### src/rtl/seg_xlate_pkg.sv
package seg_xlate_pkg;
  localparam int ADDR_W  = 32;
  localparam int LIM_W   = 20;
  localparam int PAGE_SH = 12;
  localparam int SHORT_W = 16;

  typedef enum logic [1:0] {ACC_READ = 2'd0, ACC_WRITE = 2'd1, ACC_FETCH = 2'd2} acc_e;
  typedef enum logic [1:0] {FLT_NONE = 2'd0, FLT_LIMIT = 2'd1, FLT_PRIV = 2'd2, FLT_TYPE = 2'd3} flt_e;

  typedef struct packed {
    logic [ADDR_W-1:0] base;
    logic [LIM_W-1:0]  limit;
    logic              gran;
    logic              big;
    logic [1:0]        dpl;
    logic              code;
    logic              wr;
    logic              usable;
  } desc_t;
endpackage

### src/rtl/seg_desc_cache.sv
module seg_desc_cache
  import seg_xlate_pkg::*;
#(
  parameter int NUM_SEGS = 6,
  parameter int SEG_W    = 3
) (
  input  logic             clk,
  input  logic             rst,
  input  logic             wr_en,
  input  logic [SEG_W-1:0] wr_idx,
  input  desc_t            wr_desc,
  input  logic [SEG_W-1:0] rd_idx,
  output desc_t            rd_desc
);
  localparam logic [SEG_W:0] SLOT_CNT = NUM_SEGS[SEG_W:0];

  desc_t slots [NUM_SEGS];
  logic  wr_in_range, rd_in_range;

  assign wr_in_range = {1'b0, wr_idx} < SLOT_CNT;
  assign rd_in_range = {1'b0, rd_idx} < SLOT_CNT;

  always_ff @(posedge clk) begin
    if (rst) begin
      for (int i = 0; i < NUM_SEGS; i++) slots[i] <= '0;
    end else if (wr_en && wr_in_range) begin
      slots[wr_idx] <= wr_desc;
    end
  end

  always_comb begin
    rd_desc = '0;
    if (rd_in_range) rd_desc = slots[rd_idx];
  end
endmodule

### src/rtl/seg_limit_chk.sv
module seg_limit_chk
  import seg_xlate_pkg::*;
(
  input  logic [ADDR_W-1:0] off,
  input  logic [1:0]        len,
  input  logic [LIM_W-1:0]  limit,
  input  logic              gran,
  input  logic              big,
  output logic [ADDR_W-1:0] eff_off,
  output logic              over
);
  localparam int HI_W = ADDR_W - LIM_W;

  logic [ADDR_W-1:0] eff_limit;
  logic [3:0]        span_m1;
  logic [ADDR_W:0]   last_byte;

  generate
    if (HI_W == PAGE_SH) begin : g_page
      assign eff_limit = gran ? {limit, {PAGE_SH{1'b1}}} : {{HI_W{1'b0}}, limit};
    end else begin : g_page_trim
      logic [LIM_W+PAGE_SH-1:0] wide;
      assign wide      = gran ? {limit, {PAGE_SH{1'b1}}} : {{PAGE_SH{1'b0}}, limit};
      assign eff_limit = wide[ADDR_W-1:0];
    end
  endgenerate

  assign eff_off   = big ? off : {{(ADDR_W-SHORT_W){1'b0}}, off[SHORT_W-1:0]};
  assign span_m1   = (4'd1 << len) - 4'd1;
  assign last_byte = {1'b0, eff_off} + {{(ADDR_W-3){1'b0}}, span_m1};
  assign over      = last_byte > {1'b0, eff_limit};
endmodule

### src/rtl/seg_prot_chk.sv
module seg_prot_chk
  import seg_xlate_pkg::*;
(
  input  desc_t      desc,
  input  acc_e       kind,
  input  logic [1:0] cpl,
  input  logic [1:0] rpl,
  output flt_e       fault
);
  logic [1:0] eff_pl;
  logic       bad_type;

  assign eff_pl   = (cpl > rpl) ? cpl : rpl;
  assign bad_type = (kind == ACC_WRITE && (desc.code || !desc.wr)) ||
                    (kind == ACC_FETCH && !desc.code);

  always_comb begin
    if (!desc.usable)          fault = FLT_TYPE;
    else if (eff_pl > desc.dpl) fault = FLT_PRIV;
    else if (bad_type)          fault = FLT_TYPE;
    else                        fault = FLT_NONE;
  end
endmodule

### src/rtl/seg_xlate.sv
module seg_xlate
  import seg_xlate_pkg::*;
#(
  parameter int NUM_SEGS = 6,
  parameter int SEG_W    = $clog2(NUM_SEGS + 1)
) (
  input  logic              clk,
  input  logic              rst,
  input  logic              desc_we,
  input  logic [SEG_W-1:0]  desc_idx,
  input  logic [31:0]       desc_base,
  input  logic [19:0]       desc_limit,
  input  logic              desc_gran,
  input  logic              desc_big,
  input  logic [1:0]        desc_dpl,
  input  logic              desc_code,
  input  logic              desc_wr,
  input  logic              desc_usable,
  input  logic              req_valid,
  input  logic [SEG_W-1:0]  req_seg,
  input  logic [31:0]       req_off,
  input  logic [1:0]        req_kind,
  input  logic [1:0]        req_len,
  input  logic [1:0]        req_cpl,
  input  logic [1:0]        req_rpl,
  output logic              out_valid,
  output logic [31:0]       out_lin,
  output logic [1:0]        out_fault
);
  desc_t             wr_d, cur_d;
  logic [ADDR_W-1:0] eff_off, lin_next;
  logic              over;
  flt_e              prot_flt, flt_next;

  assign wr_d = '{base: desc_base, limit: desc_limit, gran: desc_gran, big: desc_big,
                  dpl: desc_dpl, code: desc_code, wr: desc_wr, usable: desc_usable};

  seg_desc_cache #(.NUM_SEGS(NUM_SEGS), .SEG_W(SEG_W)) u_cache (
    .clk(clk), .rst(rst), .wr_en(desc_we), .wr_idx(desc_idx), .wr_desc(wr_d),
    .rd_idx(req_seg), .rd_desc(cur_d)
  );

  seg_limit_chk u_lim (
    .off(req_off), .len(req_len), .limit(cur_d.limit), .gran(cur_d.gran),
    .big(cur_d.big), .eff_off(eff_off), .over(over)
  );

  seg_prot_chk u_prot (
    .desc(cur_d), .kind(acc_e'(req_kind)), .cpl(req_cpl), .rpl(req_rpl), .fault(prot_flt)
  );

  assign flt_next = (prot_flt != FLT_NONE) ? prot_flt : (over ? FLT_LIMIT : FLT_NONE);
  assign lin_next = cur_d.base + eff_off;

  always_ff @(posedge clk) begin
    if (rst || !req_valid) begin
      out_valid <= 1'b0;
      out_lin   <= '0;
      out_fault <= FLT_NONE;
    end else begin
      out_valid <= 1'b1;
      out_fault <= flt_next;
      out_lin   <= (flt_next == FLT_NONE) ? lin_next : '0;
    end
  end
endmodule

### config.mk
export PLATFORM = sky130hd
export DESIGN_NAME = seg_xlate
export DESIGN_NICKNAME = d
export VERILOG_FILES = /design/src/rtl/seg_xlate_pkg.sv /design/src/rtl/seg_desc_cache.sv /design/src/rtl/seg_limit_chk.sv /design/src/rtl/seg_prot_chk.sv /design/src/rtl/seg_xlate.sv
export SDC_FILE = /design/constraint.sdc
export NUM_CORES = 1
export LEC_CHECK = 0
export BUFFER_PORTS_ARGS = -buffer_cell sky130_fd_sc_hd__clkbuf_2
export CAP_MARGIN = 20
export CORE_MARGIN = 1
export CORE_UTILIZATION = 40
export CTS_CLUSTER_DIAMETER = 50
export DETAILED_ROUTE_END_ITERATION = 8
export PLACE_DENSITY = 0.56
export SYNTH_ARGS = -nofsm -noshare
export SYNTH_HDL_FRONTEND = slang
export SYNTH_SLANG_ARGS = --single-unit
### constraint.sdc
create_clock -name clk -period 4.35 [get_ports clk]
set_input_delay 0 -clock clk [delete_from_list [all_inputs] [get_ports clk]]
set_output_delay 0 -clock clk [all_outputs]
set_load 0.02 [all_outputs]
**Word-level counts from Yosys, hierarchy flattened**

Memory sizes are Yosys's and may differ from the RTL's.
Index checks and enable logic that the tools add are counted.

- Bits in writable memories: 354
- Memories kept: 1
- Bits in registers: 35
- Input bits: 109
- Word-level logic and storage cells: 47

Memory list:

| name | words | width | read ports | clocked after Yosys merged registers in | wr ports | line | text |
|---|---|---|---|---|---|---|---|
| u_cache.slots | 6 | 59 | 1 | 0 | 6 | seg_desc_cache.sv:17 | `desc_t slots [NUM_SEGS];` |

- Shift operators: 1
- Mux-type cells: 18
- Bitwise logic cells: 1
- Add/subtract/negate cells: 3
- Reductions and logical operators: 13
- Magnitude comparators: 5
- Equal/unequal tests: 2

Operators with widths:

| kind | count |
|---|---|
| two-way mux 59 bit | 2 |
| two-way mux 32 bit | 2 |
| OR reduction 59 bit | 1 |
| adder 32 x 4 -> 33 bit | 1 |
| greater-than comparator 33 x 32 -> 1 bit | 1 |
| adder 32 bit | 1 |
| two-way mux 2 bit | 5 |
| two-way mux 1 bit | 8 |
| < comparator 3 bit (second input constant) | 2 |
| greater-than comparator 2 bit | 2 |
| << shifter 1 x 2 -> 4 bit (first input constant) | 1 |
| subtractor 4 x 1 -> 4 bit (second input constant) | 1 |
| logical AND 1 bit | 3 |
| logical NOT 1 bit | 3 |
| logical OR 1 bit | 3 |
| two-way mux 3 bit | 1 |
| == test 2 x 1 -> 1 bit (second input constant) | 1 |
| == test 2 bit (second input constant) | 1 |
| logical NOT 2 bit | 1 |
| nonzero test 2 bit | 1 |
| OR reduction 2 bit | 1 |
| inverter 1 bit | 1 |

**Logic depth before layout (Yosys ltp)**

- Word-level depth: 14
- Gate-level depth with buffers: 22

**Cells and area by module**

Synthesis repeated with hierarchy kept, for this count alone.

- Cell total of the unflattened synthesis: 1767
- Area total of the unflattened synthesis: 20133.1 um^2

By module, submodules not included:

| module | times used | cells an instance | seq. area each (um^2) | area each (um^2) |
|---|---|---|---|---|
| seg_desc_cache | 1 | 1166 | 10630.2 | 15547.4 |
| seg_xlate | 1 | 322 | 700.7 | 2582.5 |
| seg_limit_chk | 1 | 257 | 0.0 | 1838.0 |
| seg_prot_chk | 1 | 22 | 0.0 | 165.2 |

**Least setup slack after synthesis**

Ideal clock, no wire load.

- Path type: input to register
- Start point: in req_len[0]
- End point: reg out_lin[20]
- Data arrival time: 4307 ps
- Required time: 4262 ps
- Setup slack: -44 ps
- Cell stages on the path: 21
- Cell sequence: or2_2 -> ha_1 -> fa_1 -> a21o_1 -> a21oi_1 -> nor2_1 -> nand3_1 -> nor2_1 -> nand4_1 -> or3_1 -> a21oi_1 -> ha_1 -> a21o_1 -> a211o_1 -> a211oi_1 -> o21ai_0 -> o311a_1 -> or4_1 -> buf_2 -> buf_6 -> nor4_4

- Longest elaborated chain between the ends: 9

RTL lines:

| item | line | text |
|---|---|---|
| from (decl) | seg_xlate.sv:23 | `input logic [1:0] req_len,` |
| << shifter 1 x 2 -> 4 bit | seg_limit_chk.sv:29 | `assign span_m1 = (4'd1 << len) - 4'd1;` |
| subtractor 4 x 1 -> 4 bit | seg_limit_chk.sv:29 |  |
| adder 32 x 4 -> 33 bit | seg_limit_chk.sv:30 | `assign last_byte = {1'b0, eff_off} + {{(ADDR_W-3){1'b0}}, span_m1};` |
| greater-than comparator 33 x 32 -> 1 bit | seg_limit_chk.sv:31 | `assign over = last_byte > {1'b0, eff_limit};` |
| two-way mux 1 bit | seg_xlate.sv:52 | `assign flt_next = (prot_flt != FLT_NONE) ? prot_flt : (over ? FLT_LIMIT : FLT_NONE);` |
| two-way mux 2 bit | seg_xlate.sv:52 |  |
| logical NOT 2 bit | seg_xlate.sv:63 | `out_lin <= (flt_next == FLT_NONE) ? lin_next : '0;` |
| inverter 1 bit (no source line) | n/a |  |
| OR reduction 2 bit (no source line) | n/a |  |
| to (signal assigned) | seg_xlate.sv:63 |  |
| to (decl) | seg_xlate.sv:27 | `output logic [31:0] out_lin,` |

No other way between the ends.
A chain may end at the register's enable or synchronous reset.

**Worst setup path after layout**

- Start point: mem u_cache.slots[4][5] (netlist bit)
- End point: reg out_lin[19]

- Longest elaborated chain between the ends: 10

RTL lines:

| item | line | text |
|---|---|---|
| from (decl) | seg_desc_cache.sv:17 |  |
| memory read (6 x 59 bit) (*) | n/a |  |
| two-way mux 59 bit (*) | seg_desc_cache.sv:33 | `if (rd_in_range) rd_desc = slots[rd_idx];` |
| two-way mux 32 bit (*) | seg_limit_chk.sv:28 | `assign eff_off = big ? off : {{(ADDR_W-SHORT_W){1'b0}}, off[SHORT_W-1:0]};` |
| adder 32 x 4 -> 33 bit | seg_limit_chk.sv:30 |  |
| greater-than comparator 33 x 32 -> 1 bit | seg_limit_chk.sv:31 |  |
| two-way mux 1 bit | seg_xlate.sv:52 |  |
| two-way mux 2 bit | seg_xlate.sv:52 |  |
| logical NOT 2 bit | seg_xlate.sv:63 |  |
| inverter 1 bit (no source line) | n/a |  |
| OR reduction 2 bit (no source line) | n/a |  |

Every way passes the cells marked *; elsewhere a longest branch is shown, timed or not.

==> key figures <==
Critical path
  • Crit path buf inv count: 1
  • Top Family by Delay on Critical Path: compound AO/OA/AOI/OAI gates
  • Crit. End Element: register
  • Reg2Reg Depth: 18
  • WP data required: 4.85 ns
  • CP peak stage delay: 0.61 ns
  • Worst setup SP type: register
  • Critical Path Stages: 18
  • Worst EP arrival: 4.80 ns
  • Slowest cell on the critical path: or4_4
  • Worst path cell trace: mux4_2 -> a22o_4 -> and2_4 -> nand3_4 -> nor2_2 -> nand4_1 -> or3_1 -> a21oi_2 -> ha_1 -> a21o_1 -> a211o_1 -> a211oi_2 -> o21ai_1 -> o311a_1 -> or4_4 -> buf_12 -> nor2_1 -> mux2_4
  • CP max FO: 6
  • Critical path type: reg -> reg

Die
  • Die span in x: 223 um
  • Starting density of the core: 0.407
  • Core Region: 47800 sq um
  • FP Rows: 80
  • Die area: 49500 sq um
  • Die Span Y: 223 um
  • I/O pin total: 144

Yosys
  • Synth unique cells: 66
  • Synth async-reset ratio: 0
  • Main combinational cell family by area after synthesis: simple AND/OR/NAND/NOR gates
  • Synth Flop Type: edfxtp_1
  • Synth Area in Adders: 0.0484
  • Synth Area in Simple Gates: 0.146
  • Avg Inst Size Synth: 11.6 sq um
  • Net Count, Synth: 1866
  • Synthesized flop and latch total: 389
  • Seq/Total Area, Yosys: 0.583
  • XOR/XNOR Fraction of Synth Area: 0.0212
  • Synth Cell Area: 19400 sq um
  • Number of enable flip-flop cells after synthesis: 354
  • Post-synthesis compound-gate area fraction: 0.0652
  • Cells after Synth: 1683
  • Mux cell area share after synthesis: 0.102
  • YS warnings: 0

Layout
  • Area Overhead vs Synth: 22.8%
  • Fillers: 4268
  • Nets@finish: 2166
  • Register Area: 11300 sq um
  • Multi-input logic area: 7640 sq um
  • Final core utilization: 0.499
  • Fraction of layout cells with a size suffix above 1: 0.217

Place
  • I/O Buffers: 143
  • Post-detail-place hpwl: 35.1 mm
  • Place WS: -0.282 ns
  • Routability cong.: 0.881

Pwr
  • Maximum VDD drop: 246 uV
  • Pleak: 9.49 nW
  • Power per cell area: 397 nW/um^2

Clock tree
  • Worst-skew pair later-pin latency: 0.57 ns
  • Total CTS buffers: 46
  • Reg clk slew, reported paths: 0.06 ns
  • Clock root cell: clkbuf_16
  • CTS tree: yes
  • CTS Buffer Depth: 3
  • CTS HTree Levels: 2
  • Clock sink count: 389

STA
  • Fin crit share: 0.989
  • Final Setup Violations: 0
  • RSZ-0062 raised after global routing: yes
  • Achievable Freq: 233 MHz
  • Worst slew pin tran: 0.995 ns
  • Hold Slack: 0.0513 ns
  • Final Max Slew Viols: 0
  • Final setup margin: 0.0498 ns
  • Worst Skew: 0.0190 ns
  • Final Hold Fails: 0
  • Final worst path period need: 4.30 ns
  • Worst relative slew slack: 0.337

GRT
  • Largest net degree at the start of global routing: 60
  • Global-route wire length before repair: 81.9 mm
  • Vias in the first global route: 14100
  • Total GRT Usage: 0.220
  • Initial antenna violation count: 1
  • Grt total ovfl: 0

Detailed routing
  • DR iter-0 viols: 1135
  • Drt total wl: 54.8 mm
  • Via count: 14000
  • WL/cell: 20.8 um
  • DRC viols: 0
  • Initial DRT Pass Iterations: 5
  • DR vias/cell: 5.31
  • Routed Antenna Nets: 0

Run status
  • Status: finished clean

Min path
  • Hold Crit Depth: 4
  • Min-delay worst type: in -> reg

Job
  • Max-Cap Viols: 0
## stage by stage
| step | cells | cell area, sq um | total power, mW | TNS [ns] |
|---|---|---|---|---|
| global placement | 2481 | 21600 | 5.83 | -2.78 |
| CTS | 2630 | 23700 | 9.53 | 0 |
| global route | 2633 | 23900 | 9.83 | -0.945 |
| finish | 2634 | 23900 | 9.49 | 0 |
| detailed placement | 2481 | 21600 | 5.85 | -5.59 |
| floorplan | 1683 | 19500 | 5.27 | 0 |
## repair_timing
item,CTS,global route
endpoints found under the hold margin,362,0
hold buffers,66,0
gates resized for setup,6,33
setup endpoints to repair,24,32
setup buffers,0,0
cloned,0,4
pin swaps,7,22
## cells in the final DEF, fill, tap and decap left out, types with 66 or more instances in the layout
master / n
inv_1: 90
nor2_1: 354
mux2i_1: 68
dlygate4sd3_1: 66
buf_4: 114
nand2_1: 170
o21ai_0: 83
edfxtp_1: 354
clkbuf_2: 142
ha_1: 72
## kinds of logic after synthesis
| group | count (synthesis) |
|---|---|
| adder cells (fa/ha/maj) | 74 |
| other | 1 |
| XOR/XNOR | 47 |
| buffers and inverters | 170 |
| AND/OR/NAND/NOR | 669 |
| flip-flops | 389 |
| multiplexers | 127 |
| AO/OA/AOI/OAI | 206 |
## final timing paths
check,startpoint,to,slack (ns)
setup reg to reg,u_cache.slots[4][5],out_lin[19],0.05
setup / recovery,u_cache.slots[4][5],out_lin[19],0.05
hold reg to reg,u_cache.slots[2][0],out_fault[0],0.81
hold / removal,req_off[14],out_lin[14],0.05
## layer usage
metal | vias to the layer above | share of wire | GRT usage
met1 | 6888 | 0.43 | 0.293
li1 | 6589 | - | -
met2 | 430 | 0.49 | 0.372
met5 | - | 0 | 0
met4 | 0 | 0.021 | 0.0556
met3 | 79 | 0.059 | 0.0362
## flip-flops by register name (all words and copies together), names as in the netlist
name           cells
out_valid          1
out_lin           32
u_cache.slots    354
out_fault          2
## power breakdown
group	leakage, nW	switching [mW]	total (mW)	internal, mW
Combinational	5.11	0.859	1.49	0.629
Sequential	3.69	0.0579	4.37	4.31
Clock	0.692	1.53	3.64	2.11
## worst min-delay path, cell delays in order
cell	delay, ns
clkbuf_2	0.14
ha_1	0.26
xor2_1	0.09
nor2_1	0.08
## cells in the mapped netlist (11+ instances only)
| library cell | instances | area (sq um) |
|---|---|---|
| xnor2_1 | 29 | 254 |
| xor2_1 | 18 | 158 |
| and2_1 | 17 | 106 |
| mux4_2 | 57 | 1280 |
| nand2b_1 | 14 | 87.6 |
| nand2_1 | 173 | 649 |
| o21ai_0 | 85 | 425 |
| clkbuf_1 | 51 | 191 |
| nor2b_1 | 11 | 68.8 |
| a21oi_1 | 43 | 215 |
| dfxtp_1 | 35 | 701 |
| nand4_1 | 17 | 106 |
| buf_1 | 17 | 63.8 |
| inv_1 | 90 | 338 |
| mux2i_1 | 68 | 681 |
| nor3_1 | 12 | 60.1 |
| a21o_1 | 21 | 158 |
| edfxtp_1 | 354 | 10600 |
| nand3_1 | 17 | 85.1 |
| nor2_1 | 369 | 1390 |
| ha_1 | 72 | 901 |
## layout make-up
cell class / count / share of cell area
diodes: 1 / 0.000105
clock buffers: 56 / 0.0506
clock inverters: 27 / 0.00890
inverters: 91 / 0.0143
multi-input cells: 1125 / 0.320
flip-flops and latches: 389 / 0.474
well taps: 615 / 0.0322
repair buffers: 330 / 0.0996
Power figures use the tool's default switching activity.
